==> config.mk <==
export PLATFORM = sky130hd
export DESIGN_NAME = note_cmp_interp
export DESIGN_NICKNAME = d
export VERILOG_FILES = /design/src/rtl/nci_pkg.sv /design/src/rtl/nci_pair_sel.sv /design/src/rtl/nci_lerp.sv /design/src/rtl/note_cmp_interp.sv
export SDC_FILE = /design/constraint.sdc
export NUM_CORES = 1
export LEC_CHECK = 0
export BUFFER_PORTS_ARGS = -buffer_cell sky130_fd_sc_hd__buf_4
export CAP_MARGIN = 40
export CORE_AREA = 2 2 248 250
export CTS_CLUSTER_DIAMETER = 30
export DETAILED_ROUTE_END_ITERATION = 7
export DIE_AREA = 0 0 250 252
export HOLD_SLACK_MARGIN = 0.12
export MAX_ROUTING_LAYER = met4
export SLEW_MARGIN = 20
export SYNTH_ARGS = -nofsm -noshare
export SYNTH_HDL_FRONTEND = slang
export SYNTH_SLANG_ARGS = --single-unit
==> constraint.sdc <==
create_clock -name clk -period 12.96 [get_ports clk]
set_input_delay 1.296 -clock clk [delete_from_list [all_inputs] [get_ports clk]]
set_output_delay 1.296 -clock clk [all_outputs]
set_load 0.05 [all_outputs]
==> src/rtl/nci_pkg.sv <==
package nci_pkg;
  // Which adjacent-note pair a bend addresses, relative to the request note.
  typedef enum logic [1:0] {
    PAIR_DN2 = 2'b00,
    PAIR_DN1 = 2'b01,
    PAIR_UP1 = 2'b10,
    PAIR_UP2 = 2'b11
  } pair_sel_e;
endpackage

==> src/rtl/nci_pair_sel.sv <==
module nci_pair_sel #(
  parameter int NOTE_W = 7,
  parameter int BEND_W = 14,
  localparam int FRAC_W = BEND_W - 2
) (
  input  logic [NOTE_W-1:0] note,
  input  logic [BEND_W-1:0] bend,
  output logic [NOTE_W-1:0] lo_note,
  output logic [NOTE_W-1:0] hi_note,
  output logic [FRAC_W-1:0] frac
);
  import nci_pkg::*;

  localparam logic [NOTE_W:0] TWO     = (NOTE_W+1)'(2);
  localparam logic [NOTE_W:0] ONE     = (NOTE_W+1)'(1);
  localparam logic [NOTE_W:0] SUM_MIN = (NOTE_W+1)'(3);
  localparam logic [NOTE_W:0] SUM_MAX = (NOTE_W+1)'(2**NOTE_W);

  pair_sel_e       sel;
  logic [NOTE_W:0] sum;
  logic            in_range;

  // sum = note + sel; lower note = sum-2, upper note = sum-1
  always_comb begin
    sel      = pair_sel_e'(bend[BEND_W-1 -: 2]);
    sum      = {1'b0, note} + {{(NOTE_W-1){1'b0}}, sel};
    in_range = (sum >= SUM_MIN) && (sum <= SUM_MAX);
    if (in_range) begin
      lo_note = NOTE_W'(sum - TWO);
      hi_note = NOTE_W'(sum - ONE);
      frac    = bend[FRAC_W-1:0];
    end else begin
      lo_note = note;
      hi_note = note;
      frac    = '0;
    end
  end
endmodule

==> src/rtl/nci_lerp.sv <==
module nci_lerp #(
  parameter int VAL_W  = 16,
  parameter int FRAC_W = 12,
  localparam int PW    = VAL_W + FRAC_W + 2
) (
  input  logic              clk,
  input  logic              rst_n,
  input  logic              en,
  input  logic [VAL_W-1:0]  lo_val,
  input  logic [VAL_W-1:0]  hi_val,
  input  logic [FRAC_W-1:0] frac,
  output logic [VAL_W-1:0]  res
);
  logic signed [VAL_W:0] diff;
  logic signed [PW-1:0]  prod;
  logic [VAL_W-1:0]      res_d;
  logic [VAL_W-1:0]      res_q;

  always_comb begin
    diff  = $signed({1'b0, hi_val}) - $signed({1'b0, lo_val});
    prod  = PW'(diff) * PW'($signed({1'b0, frac}));
    // arithmetic shift floors the step for falling tables as well
    res_d = VAL_W'($signed({{(FRAC_W+2){1'b0}}, lo_val}) + (prod >>> FRAC_W));
  end

  always_ff @(posedge clk or negedge rst_n) begin
    if (!rst_n)  res_q <= '0;
    else if (en) res_q <= res_d;
  end

  assign res = res_q;
endmodule

==> src/rtl/note_cmp_interp.sv <==
module note_cmp_interp #(
  parameter int NOTE_W  = 7,
  parameter int POWER_W = 7,
  parameter int BEND_W  = 14,
  parameter int VAL_W   = 16,
  localparam int FRAC_W = BEND_W - 2,
  localparam int ON_AW  = POWER_W + NOTE_W
) (
  input  logic               clk,
  input  logic               rst_n,
  input  logic               req_valid,
  input  logic [NOTE_W-1:0]  req_note,
  input  logic [POWER_W-1:0] req_power,
  input  logic [BEND_W-1:0]  req_bend,
  output logic [NOTE_W-1:0]  per_addr_a,
  output logic [NOTE_W-1:0]  per_addr_b,
  input  logic [VAL_W-1:0]   per_data_a,
  input  logic [VAL_W-1:0]   per_data_b,
  output logic [ON_AW-1:0]   on_addr_a,
  output logic [ON_AW-1:0]   on_addr_b,
  input  logic [VAL_W-1:0]   on_data_a,
  input  logic [VAL_W-1:0]   on_data_b,
  output logic               done,
  output logic [VAL_W-1:0]   on_val,
  output logic [VAL_W-1:0]   off_val
);
  logic [NOTE_W-1:0] lo_note, hi_note;
  logic [FRAC_W-1:0] frac_c;

  // stage 0: address formation (tables register the address)
  nci_pair_sel #(.NOTE_W(NOTE_W), .BEND_W(BEND_W)) u_pair (
    .note(req_note), .bend(req_bend),
    .lo_note(lo_note), .hi_note(hi_note), .frac(frac_c)
  );

  assign per_addr_a = lo_note;
  assign per_addr_b = hi_note;
  assign on_addr_a  = {req_power, lo_note};
  assign on_addr_b  = {req_power, hi_note};

  // stage 1: control travelling alongside the table read
  logic              s1_vld, s1_kill;
  logic [FRAC_W-1:0] s1_frac;
  logic              s1_kill_d;

  always_comb s1_kill_d = (req_note == '0) || (req_power == '0);

  always_ff @(posedge clk or negedge rst_n) begin
    if (!rst_n) begin
      s1_vld  <= 1'b0;
      s1_kill <= 1'b0;
      s1_frac <= '0;
    end else begin
      s1_vld <= req_valid;
      if (req_valid) begin
        s1_kill <= s1_kill_d;
        s1_frac <= frac_c;
      end
    end
  end

  // stage 2: interpolation of period (0) and ON time (1)
  logic [VAL_W-1:0] lo_v  [2];
  logic [VAL_W-1:0] hi_v  [2];
  logic [VAL_W-1:0] res_v [2];

  assign lo_v[0] = per_data_a;
  assign hi_v[0] = per_data_b;
  assign lo_v[1] = on_data_a;
  assign hi_v[1] = on_data_b;

  for (genvar g = 0; g < 2; g++) begin : g_lerp
    nci_lerp #(.VAL_W(VAL_W), .FRAC_W(FRAC_W)) u_lerp (
      .clk(clk), .rst_n(rst_n), .en(s1_vld),
      .lo_val(lo_v[g]), .hi_val(hi_v[g]), .frac(s1_frac),
      .res(res_v[g])
    );
  end

  logic s2_vld, s2_kill;

  always_ff @(posedge clk or negedge rst_n) begin
    if (!rst_n) begin
      s2_vld  <= 1'b0;
      s2_kill <= 1'b0;
    end else begin
      s2_vld <= s1_vld;
      if (s1_vld) s2_kill <= s1_kill;
    end
  end

  // stage 3: OFF derivation, disable, output register
  logic [VAL_W-1:0] on_d, off_d, on_q, off_q;
  logic             done_q;

  always_comb begin
    if (s2_kill) begin
      on_d  = '0;
      off_d = '0;
    end else begin
      on_d  = res_v[1];
      off_d = res_v[0] - res_v[1];
    end
  end

  always_ff @(posedge clk or negedge rst_n) begin
    if (!rst_n) begin
      done_q <= 1'b0;
      on_q   <= '0;
      off_q  <= '0;
    end else begin
      done_q <= s2_vld;
      if (s2_vld) begin
        on_q  <= on_d;
        off_q <= off_d;
      end
    end
  end

  assign done    = done_q;
  assign on_val  = on_q;
  assign off_val = off_q;
endmodule

==> impl_metrics.csv <==
group,metric,value,unit
hold_path,hp-start,"g_lerp[0].u_lerp.res[6]$_DFFE_PN0P_",
setup_path,crit_path_end_kind,"register",
synthesis,synthSimpleGateAreaFrac,15.16,%
synthesis,synth_compound_area_share,8.588,%
grt,grt_max_degree,57,
grt,antenna_found_initial,1,
synthesis,synth_fa_ha_area_share,47.10,%
finish,layout-drive-gt1-share,10.17,%
synthesis,synth_mux_area_share,0.9416,%
timing,setup_violations,0,
synthesis,synth-xor-area-share,5.173,%
clocking,clk_latency,370,ps
finish,nets,3228,
synthesis,ys_ff_latch,81,
drt,wire_per_inst,16.96,um
timing,worst_pin_slew,826.4,ps
clocking,cts_resized,0,
timing,setup_ws,2210,ps
timing,rsz0062_at_grt,"no",
floorplan,die-height,252,um
timing,finalCriticalPeriod,10750,ps
clocking,h-tree-depth,3,
clocking,cts_root_buf,"clkbuf_16",
timing,relSlewSlack,44.91,%
synthesis,netlist-cell-type-count,63,
setup_path,critPathLaunchType,"input port",
floorplan,io_pins,170,
timing,fin_tns_setup,0,ps
floorplan,rows,90,
drt,drc,0,
synthesis,syn_area,21000,um^2
synthesis,ys_warn_count,0,
synthesis,syn_nets,3121,
clocking,clock-sinks,81,
hold_path,hold_path.class,"reg2reg",
grt,first_global_vias,16930,
placed_design,place_ws,1915,ps
finish,areaGrowthSynthToFinish,11.47,%
timing,finClkSkew,15.49,ps
setup_path,crit_required,13200,ps
floorplan,initial_core_util,34.91,%
floorplan,die_x,250,um
timing,max_clock_freq,93.02,MHz
synthesis,async_flop_share,100.0,%
placed_design,dp_hpwl,46.98,mm
setup_path,reg2reg_from,"s1_frac[2]$_DFFE_PN0P_",
synthesis,synthFlopType,"dfrtp_1",
setup_path,cpPeakStageDelay,580,ps
synthesis,synth_top_family_by_area,"adder cells",
setup_path,critPathSlowestCell,"fa_1",
placed_design,io_buffers,169,
clocking,numCtsBuffers,9,
clocking,cts_hold_buf,0,
grt,grt_pass1_wl,91.51,mm
drt,drt_iter0_drc,776,
clocking,postCtsSetupRepairBufs,0,
clocking,cts.clk_slew.worst_paths,70,ps
synthesis,yosysSeqAreaShare,9.654,%
grt,overflow,0,
drt,drt_wl_total,56.81,mm
grt,grtUsageTotal,18.89,%
setup_path,arrival,10990,ps
placed_design,place_congestion,0.8940,
drt,via_count,16150,
synthesis,syn_avg_cell_area,8.555,um^2
setup_path,path_class,"in2reg",
run_status,status,"finished, final reports clean",
timing,post-route-period-util,82.95,%
drt,vias_per_cell,4.823,
timing,hold_viol,0,
synthesis,postSynthCellCount,2454,
timing,final_max_slew_viol_count,0,
setup_path,startpoint,"per_data_a[1]",
synthesis,synth_edf_count,0,
finish,n_fill_cell,6019,
run,maxCapViolCount,0,
clocking,cts_buffer_depth,2,
floorplan,die-area,63000,um^2
drt,antenna_left,0,
setup_path,path_max_fanout,9,
drt,dr.pass1.iters,5,
clocking,tritoncts,"yes",
floorplan,core,60130,um^2
-- path summary, 6_finish.rpt --
check                                                        to  slack (ps)  cells past startpoint
setup / recovery           g_lerp[0].u_lerp.res[15]$_DFFE_PN0P_        2210                     40
hold / removal              g_lerp[0].u_lerp.res[6]$_DFFE_PN0P_         520                      1
setup reg to reg           g_lerp[0].u_lerp.res[15]$_DFFE_PN0P_        4650                     33
hold reg to reg             g_lerp[0].u_lerp.res[6]$_DFFE_PN0P_         520                      1
max in group asynchronous   g_lerp[1].u_lerp.res[7]$_DFFE_PN0P_       11280                      3
min in group asynchronous                s1_frac[7]$_DFFE_PN0P_         800                      1
-- cells in the final DEF (no fill, tap or decap), drive strengths merged, types with 3 or more instances in the layout --
cell type	n
mux2i	4
nor4	7
o31a	6
a31oi	21
buf	214
and3	10
a21oi	58
o211ai	10
nor3	31
a31o	3
a211oi	6
xor2	31
dfrtp	81
nand2	269
nor2	98
nor2b	11
o21a	17
a21o	24
and2	146
or2	6
ha	208
nand3	21
o31ai	4
or3	8
o21bai	6
a2111oi	4
nand2b	19
o21ai	72
o2111ai	4
mux2	14
xnor2	93
or4	5
inv	605
clkbuf	9
nand3b	18
a21boi	7
o22ai	27
fa	364
-- final cells by class --
type                            count  area (um^2)  share of cell area, %
Clock buffer                        9        225.2                 0.9623
Multi-Input combinational cell   1653        16170                  69.08
Inverter                          602         2260                  9.655
Sequential cell                    81         2027                  8.661
Timing Repair Buffer              214         1634                  6.982
Clock inverter                      7        108.9                 0.4651
Antenna cell                        1        2.502                0.01069
Tap cell                          782        978.4                  4.181
-- synthesized netlist by cell type (58+ instances only) --
| library cell | instances | share of area, % |
|---|---|---|
| inv_1 | 602 | 11 |
| ha_1 | 208 | 12 |
| nand2_1 | 269 | 4.8 |
| o21ai_0 | 70 | 1.7 |
| xnor2_1 | 93 | 3.9 |
| and2_1 | 146 | 4.4 |
| dfrtp_1 | 81 | 9.7 |
| clkbuf_1 | 88 | 1.6 |
| a21oi_1 | 58 | 1.4 |
| fa_1 | 364 | 35 |
| nor2_1 | 98 | 1.8 |
-- registers in the layout, summed over array words and instances (netlist names) --
signal,cells
s1_vld,1
s1_frac,12
s2_vld,1
g_lerp.u_lerp.res,32
s1_kill,1
done,1
on_val,16
s2_kill,1
off_val,16
-- critical path: cells and delay by family --
kind | cells | cell delay [ps]
adder cells (fa/ha/maj) | 8 | 3510
AO/OA/AOI/OAI | 17 | 4250
AND/OR/NAND/NOR | 5 | 900
buffers and inverters | 6 | 400
XOR/XNOR | 4 | 650
-- through the flow --
step	hold WS (ps)	util, %	cells	instance area (um^2)
after floorplan	351.9	-	2454	21000
after global placement	497.0	38.28	3329	23020
after detailed placement	503.6	38.35	3331	23060
after CTS	522.0	38.90	3347	23390
after global routing	534.9	38.92	3349	23400
final	519.4	38.92	3349	23400
-- layer usage --
| metal | GRT usage [%] | up-vias | wire, um |
|---|---|---|---|
| li1 | - | 7659 | - |
| met1 | 24.23 | 8017 | 25170 |
| met2 | 31.60 | 423 | 27140 |
| met3 | 2.837 | 52 | 3315 |
| met4 | 4.328 | 0 | 1194 |
| met5 | - | - | 0 |
-- logic make-up (layout without fill, tap and decap cells) --
family,count (synthesis),in the layout
buffers and inverters,720,832
adders and majority gates,572,572
and+or+nand+nor,657,657
DFF,81,81
AOI/OAI and AO/OA,282,282
muxes,18,18
xor gates and xnor gates,124,124
other,0,1
Power is not shown: default switching activity piles up to over one toggle a cycle in this logic, so the estimate is an artifact.
